--- src/rtl/seq_pkg.sv ---
package seq_pkg;

  typedef enum logic [2:0] {
    PH_IF  = 3'd0,
    PH_ID  = 3'd1,
    PH_EX  = 3'd2,
    PH_MEM = 3'd3,
    PH_WB  = 3'd4
  } phase_e;

  typedef enum logic [1:0] {
    CL_ALU    = 2'd0,
    CL_LOAD   = 2'd1,
    CL_STORE  = 2'd2,
    CL_BRANCH = 2'd3
  } iclass_e;

  typedef struct packed {
    logic ir_we;
    logic npc_we;
    logic pc_we;
    logic rf_we;
  } strobe_t;

endpackage

--- src/rtl/seq_rst_sync.sv ---
module seq_rst_sync #(
  parameter int STAGES = 2
) (
  input  logic clk,
  input  logic rst_n,
  output logic rst_sync_n
);

  logic [STAGES-1:0] sync_q;

  always_ff @(posedge clk or negedge rst_n) begin
    if (!rst_n) sync_q <= '0;
    else        sync_q <= {sync_q[STAGES-2:0], 1'b1};
  end

  assign rst_sync_n = sync_q[STAGES-1];

endmodule

--- src/rtl/seq_phase_fsm.sv ---
module seq_phase_fsm
  import seq_pkg::*;
(
  input  logic          clk,
  input  logic          rst_n,
  input  logic [1:0]    instr_class,
  input  logic          mem_ready,
  output phase_e        phase,
  output strobe_t       stb,
  output logic          mem_req,
  output logic          is_branch
);

  phase_e  ph_q, ph_d;
  iclass_e cls_q;
  logic    cls_en;
  logic    uses_mem;
  logic    ends_early;

  assign uses_mem   = (cls_q == CL_LOAD) || (cls_q == CL_STORE);
  assign ends_early = (cls_q == CL_STORE) || (cls_q == CL_BRANCH);
  assign cls_en     = (ph_q == PH_ID);

  always_comb begin
    ph_d    = ph_q;
    stb     = '0;
    mem_req = 1'b0;
    case (ph_q)
      PH_IF: begin
        mem_req = 1'b1;
        if (mem_ready) begin
          stb.ir_we  = 1'b1;
          stb.npc_we = 1'b1;
          ph_d       = PH_ID;
        end
      end
      PH_ID: ph_d = PH_EX;
      PH_EX: ph_d = PH_MEM;
      PH_MEM: begin
        mem_req = uses_mem;
        if (!uses_mem || mem_ready) begin
          stb.pc_we = 1'b1;
          ph_d      = ends_early ? PH_IF : PH_WB;
        end
      end
      PH_WB: begin
        stb.rf_we = 1'b1;
        ph_d      = PH_IF;
      end
      default: ph_d = PH_IF;
    endcase
  end

  always_ff @(posedge clk or negedge rst_n) begin
    if (!rst_n) ph_q <= PH_IF;
    else        ph_q <= ph_d;
  end

  always_ff @(posedge clk or negedge rst_n) begin
    if (!rst_n)      cls_q <= CL_ALU;
    else if (cls_en) cls_q <= iclass_e'(instr_class);
  end

  assign phase     = ph_q;
  assign is_branch = (cls_q == CL_BRANCH);

  // fetch waits for memory, then moves on to decode
  a_r2_fetch_hold: assert property (@(posedge clk) disable iff (!rst_n)
    (ph_q == PH_IF && !mem_ready) |=> (ph_q == PH_IF));
  a_r2_fetch_advance: assert property (@(posedge clk) disable iff (!rst_n)
    (ph_q == PH_IF && mem_ready) |=> (ph_q == PH_ID));
  // PC strobe is confined to the memory/branch phase
  a_r4_pc_we_in_mem: assert property (@(posedge clk) disable iff (!rst_n)
    stb.pc_we |-> (ph_q == PH_MEM));
  // register-file strobe is confined to write-back
  a_r5_rf_we_in_wb: assert property (@(posedge clk) disable iff (!rst_n)
    stb.rf_we |-> (ph_q == PH_WB));
  // a completing store or branch returns straight to fetch
  a_r9_early_exit: assert property (@(posedge clk) disable iff (!rst_n)
    (stb.pc_we && ends_early) |=> (ph_q == PH_IF));
  // decode is always followed by execute, then memory
  a_r7_decode_order: assert property (@(posedge clk) disable iff (!rst_n)
    (ph_q == PH_ID) |=> (ph_q == PH_EX));
  a_r7_strobes_exclusive: assert property (@(posedge clk) disable iff (!rst_n)
    $onehot0({stb.ir_we, stb.pc_we, stb.rf_we}));

endmodule

--- src/rtl/seq_arch_regs.sv ---
module seq_arch_regs #(
  parameter int          XLEN     = 32,
  parameter int          PC_STEP  = 4,
  parameter logic [31:0] RESET_PC = '0
) (
  input  logic            clk,
  input  logic            rst_n,
  input  logic            ir_we,
  input  logic            npc_we,
  input  logic            pc_we,
  input  logic            take_target,
  input  logic [XLEN-1:0] fetch_word,
  input  logic [XLEN-1:0] target_addr,
  output logic [XLEN-1:0] pc,
  output logic [XLEN-1:0] ir
);

  localparam logic [XLEN-1:0] STEP = XLEN'(PC_STEP);
  localparam logic [XLEN-1:0] PC0  = XLEN'(RESET_PC);

  logic [XLEN-1:0] pc_q, pc_d;
  logic [XLEN-1:0] npc_q, npc_d;
  logic [XLEN-1:0] ir_q;

  always_comb begin
    npc_d = pc_q + STEP;
    pc_d  = take_target ? target_addr : npc_q;
  end

  always_ff @(posedge clk or negedge rst_n) begin
    if (!rst_n)     pc_q <= PC0;
    else if (pc_we) pc_q <= pc_d;
  end

  always_ff @(posedge clk or negedge rst_n) begin
    if (!rst_n)      npc_q <= '0;
    else if (npc_we) npc_q <= npc_d;
  end

  always_ff @(posedge clk or negedge rst_n) begin
    if (!rst_n)     ir_q <= '0;
    else if (ir_we) ir_q <= fetch_word;
  end

  assign pc = pc_q;
  assign ir = ir_q;

  // instruction register only moves on a fetch strobe
  a_r6_ir_hold: assert property (@(posedge clk) disable iff (!rst_n)
    !ir_we |=> $stable(ir_q));
  // PC only moves on its strobe
  a_r4_pc_hold: assert property (@(posedge clk) disable iff (!rst_n)
    !pc_we |=> $stable(pc_q));
  // next-PC temporary steps from the fetched PC
  a_r3_npc_step: assert property (@(posedge clk) disable iff (!rst_n)
    npc_we |=> (npc_q == $past(pc_q) + STEP));

endmodule

--- src/rtl/phase_seq.sv ---
module phase_seq
  import seq_pkg::*;
#(
  parameter int XLEN = 32
) (
  input  logic            clk,
  input  logic            rst_n,
  input  logic [1:0]      instr_class,
  input  logic            mem_ready,
  input  logic            take_branch,
  input  logic [XLEN-1:0] fetch_word,
  input  logic [XLEN-1:0] target_addr,
  output logic [2:0]      phase,
  output logic            mem_req,
  output logic            ir_we,
  output logic            npc_we,
  output logic            pc_we,
  output logic            rf_we,
  output logic [XLEN-1:0] pc,
  output logic [XLEN-1:0] ir
);

  logic    rst_int_n;
  phase_e  ph;
  strobe_t stb;
  logic    is_branch;

  seq_rst_sync #(.STAGES(2)) u_rst (
    .clk        (clk),
    .rst_n      (rst_n),
    .rst_sync_n (rst_int_n)
  );

  seq_phase_fsm u_fsm (
    .clk         (clk),
    .rst_n       (rst_int_n),
    .instr_class (instr_class),
    .mem_ready   (mem_ready),
    .phase       (ph),
    .stb         (stb),
    .mem_req     (mem_req),
    .is_branch   (is_branch)
  );

  seq_arch_regs #(.XLEN(XLEN)) u_regs (
    .clk         (clk),
    .rst_n       (rst_int_n),
    .ir_we       (stb.ir_we),
    .npc_we      (stb.npc_we),
    .pc_we       (stb.pc_we),
    .take_target (is_branch && take_branch),
    .fetch_word  (fetch_word),
    .target_addr (target_addr),
    .pc          (pc),
    .ir          (ir)
  );

  assign phase  = ph;
  assign ir_we  = stb.ir_we;
  assign npc_we = stb.npc_we;
  assign pc_we  = stb.pc_we;
  assign rf_we  = stb.rf_we;

endmodule

--- config.mk ---
export PLATFORM = sky130hd
export DESIGN_NAME = phase_seq
export DESIGN_NICKNAME = d
export VERILOG_FILES = /design/src/rtl/seq_pkg.sv /design/src/rtl/seq_rst_sync.sv /design/src/rtl/seq_phase_fsm.sv /design/src/rtl/seq_arch_regs.sv /design/src/rtl/phase_seq.sv
export SDC_FILE = /design/constraint.sdc
export NUM_CORES = 1
export LEC_CHECK = 0
export CAP_MARGIN = 10
export CORE_MARGIN = 10
export CORE_UTILIZATION = 45
export CTS_BUF_LIST = sky130_fd_sc_hd__clkbuf_8
export DETAILED_ROUTE_END_ITERATION = 10
export PLACE_DENSITY = 0.78
export SLEW_MARGIN = 40
export SYNTH_ARGS = -nofsm -noshare
export SYNTH_HDL_FRONTEND = slang
export SYNTH_SLANG_ARGS = --single-unit
--- constraint.sdc ---
create_clock -name clk -period 7.2 [get_ports clk]
set_input_delay 1.44 -clock clk [delete_from_list [all_inputs] [get_ports clk]]
set_output_delay 1.44 -clock clk [all_outputs]
set_load 0.005 [all_outputs]
==> results.cfg <==
[timing]
final_period_minus_worst_setup_slack_ns = 4.81
min_period_over_period_pct = 66.7
max_freq_mhz = 208
fin_ws_ns = 2.39
tightest_slew_ns = 0.618
timing.max_slew.rel_slack_pct = 58.8
final_hold_violation_count = 0
rsz0062_at_grt = false
timing.final.setup_violations = 0
timing_max_transition_violations_final = 0
fin_setup_tns_ns = 0
finalHoldWorstSlack_ns = 0.288
clock_skew_ns = 0.0148

[clock_tree]
clk_latency_ns = 0.37
cts.root.buffer_cell = sky130_fd_sc_hd__clkbuf_8
clockBufferDepth = 2
cts.clk_slew.worst_paths_ns = 0.10
cts_buffers = 9
post_cts_resize_count = 0
cts_hold_repair.buffers = 0
tritoncts = done
post_cts_buffers = 0
cts_sinks = 103
clock_tree.htree_level_count = 3

[status]
outcome = completed

[worst_setup_path]
worst-r2r-cell-count = 6
arrival_ns = 3.37
rr_endpoint = u_regs.npc_q[26]
worst_ep_required_time_ns = 5.76
r2r_setup_slack_ns = 5.03
critical_path.reg2reg.startpoint = u_regs.pc[2]
worstSetupPathType = in2out
critPathCaptureType = output port
startpoint_type = input pin
worst_path_max_fanout = 65

[drt]
route.detailed.drc = 0
detail_route.wl_per_cell_um = 17.4
wl_met3_um = 1330
detail_route_antenna_nets = 0
detailedRoute.firstPassIterationCount = 4
routedLengthMet1_um = 4850
num_vias = 3610
detail_route.vias_per_cell = 5.15
routed-wl-met2_um = 5860
detailedRoute.firstIterationViolations = 224
route.top_layer_used = met4
finalWirelength_um = 12200

[floorplan]
initial_utilization_pct = 45.8
coreArea_um2 = 10300
io_pins = 142
placementRows = 37
die_h_um = 122
die_w_um = 122
die_area_um2 = 15000

[yosys]
post_synth.cell_area_avg_um2 = 10.9
synthCells = 431
synthesis.area_um2 = 4710
yosys_warnings = 0
synth_seq_cells = 103
postSynthNetCount = 504
synth.yosys.seq_area_share_pct = 54.7
yosysUniqueCellTypes = 36

[placement]
placedInstanceArea_um2 = 6220
place.detailed.hpwl_um = 9040
dp.cells = 685
last_weighted_congestion_value_of_the_routability_driven_placer = 0.777
port_buffers = 141
detailedPlace.worstSlack_ns = 2.44

[power]
vdd_ir_drop_max_mv = 0.259
power.density_nw_per_um2 = 412
power.static_leakage_nw = 2.72

[layout]
post-route-cell-area_um2 = 6430
most_frequent_cells_in_the_layout = sky130_fd_sc_hd__clkdlybuf4s50_1, sky130_fd_sc_hd__dfrtp_1, sky130_fd_sc_hd__nor2_1
final_layout_size_suffix_gt1_share_pct = 8.32
finish.cell_count_without_fillers = 701
nets = 633
num-fill-cells = 856
antenna_cells = 0
most_common_library_cell_in_the_layout_ignoring_fill_and_taps = sky130_fd_sc_hd__clkdlybuf4s50_1
area.sequential_um2 = 2580
layout-area-overhead-vs-synth_pct = 36.5
multiInputGateArea_um2 = 2010

[global_routing]
grt_start_max_net_pins = 68
gr-total-overflow = 0
first_global_vias = 3964
grt_antenna_before_repair = 0
track_usage_pct = 16.7
grt_pass1_wl_um = 20100

[run]
max-cap-violations = 0

[min_path]
min_path_type = reg2async
## cells in the mapped netlist
cell type                  count  area [um^2]
sky130_fd_sc_hd__and4_1        2         17.5
sky130_fd_sc_hd__buf_2        10         50.1
sky130_fd_sc_hd__nor4b_1       1         8.76
sky130_fd_sc_hd__nor4_1        5         31.3
sky130_fd_sc_hd__xor2_1       17          149
sky130_fd_sc_hd__mux2_2       19          214
sky130_fd_sc_hd__mux2_1       17          191
sky130_fd_sc_hd__nand2_1      11         41.3
sky130_fd_sc_hd__nand2b_1      1         6.26
sky130_fd_sc_hd__buf_4         3         22.5
sky130_fd_sc_hd__a21oi_1      59          295
sky130_fd_sc_hd__clkbuf_1     11         41.3
sky130_fd_sc_hd__nand3_4       1         17.5
sky130_fd_sc_hd__nor2_1       73          274
sky130_fd_sc_hd__or3_1         1         6.26
sky130_fd_sc_hd__conb_1        1         3.75
sky130_fd_sc_hd__nor4_4        1         21.3
sky130_fd_sc_hd__nor3b_1       1         7.51
sky130_fd_sc_hd__nand3_2       2         20.0
sky130_fd_sc_hd__mux2i_1      33          330
sky130_fd_sc_hd__ha_1          3         37.5
sky130_fd_sc_hd__inv_1         4         15.0
sky130_fd_sc_hd__nor3_1        4         20.0
sky130_fd_sc_hd__nand3_1       9         45.0
sky130_fd_sc_hd__nor2b_1       1         6.26
sky130_fd_sc_hd__and3_1        5         31.3
sky130_fd_sc_hd__a31oi_1       1         6.26
sky130_fd_sc_hd__dfrtp_1     103         2580
sky130_fd_sc_hd__xnor2_1      10         87.6
sky130_fd_sc_hd__and2_1        2         12.5
sky130_fd_sc_hd__o31a_1        1         8.76
sky130_fd_sc_hd__or4_1         1         7.51
sky130_fd_sc_hd__nand4_1      12         75.1
sky130_fd_sc_hd__nor3_2        1         10.0
sky130_fd_sc_hd__buf_1         3         11.3
sky130_fd_sc_hd__o21ai_0       2         10.0
## worst max-delay path by stage
stage / cells after the start / start / end
2_1_floorplan: 5 / mem_ready / npc_we
3_3_place_gp: 5 / mem_ready / pc_we
3_5_place_dp: 4 / mem_ready / npc_we
4_1_cts: 5 / mem_ready / pc_we
5_1_grt: 5 / mem_ready / pc_we
6_report: 5 / mem_ready / pc_we
## worst max-delay path, stage by stage
cell,delay (ns)
sky130_fd_sc_hd__clkdlybuf4s50_1,0.52
sky130_fd_sc_hd__nor2_1,0.10
sky130_fd_sc_hd__nor3_2,0.11
sky130_fd_sc_hd__buf_4,0.52
sky130_fd_sc_hd__clkdlybuf4s50_1,0.63
## cells by family (layout without fill, tap and decap cells)
logic type                 count (synthesis)  in the layout  share of synthesized area, %
buffers and inverters                     31            165                          2.97
adders and majority gates                  3              3                         0.797
xor gates and xnor gates                  27             27                          5.02
muxes                                     69             69                          15.6
DFF                                      103            103                          54.7
other                                      1              1                        0.0796
AOI/OAI and AO/OA                         63             63                          6.80
and+or+nand+nor                          134            134                          14.0
## layout make-up
class / instances / area share (%)
tap: 136 / 2.65
inverter: 4 / 0.233
clock inverter: 6 / 1.09
clock buffer: 10 / 2.14
timing repair buffer: 145 / 22.5
multi-input combinational: 297 / 31.3
sequential: 103 / 40.1
## stage by stage
step | util (%) | power, W
CTS | 62.5 | 0.00268
global placement | 60.5 | 0.00223
finish | 62.6 | 0.00265
detailed placement | 60.5 | 0.00229
floorplan | - | 0.00170
global route | 62.6 | 0.00287
## sequential cells by signal, summed over array words and instances, names as in the netlist
| signal | flops |
|---|---|
| u_fsm.phase | 3 |
| u_regs.npc_q | 32 |
| u_regs.ir | 32 |
| u_fsm.cls_q | 2 |
| u_rst.sync_q | 2 |
| u_regs.pc | 32 |
## per-layer routing
layer / vias to the layer above / GRT usage [%]
li1: 1749 / -
met1: 1730 / 18.9
met2: 119 / 27.4
met3: 12 / 7.76
met4: 0 / 5.89
met5: - / 0
## power by group
group          total (W)  internal [W]  switching [W]  leakage [nW]
combinational    0.00121      0.000668       0.000539          1.50
sequential       0.00107      0.000832       0.000233          1.11
clock           0.000374      0.000173       0.000201         0.106
Note: power is estimated with default switching activity, not from simulation.
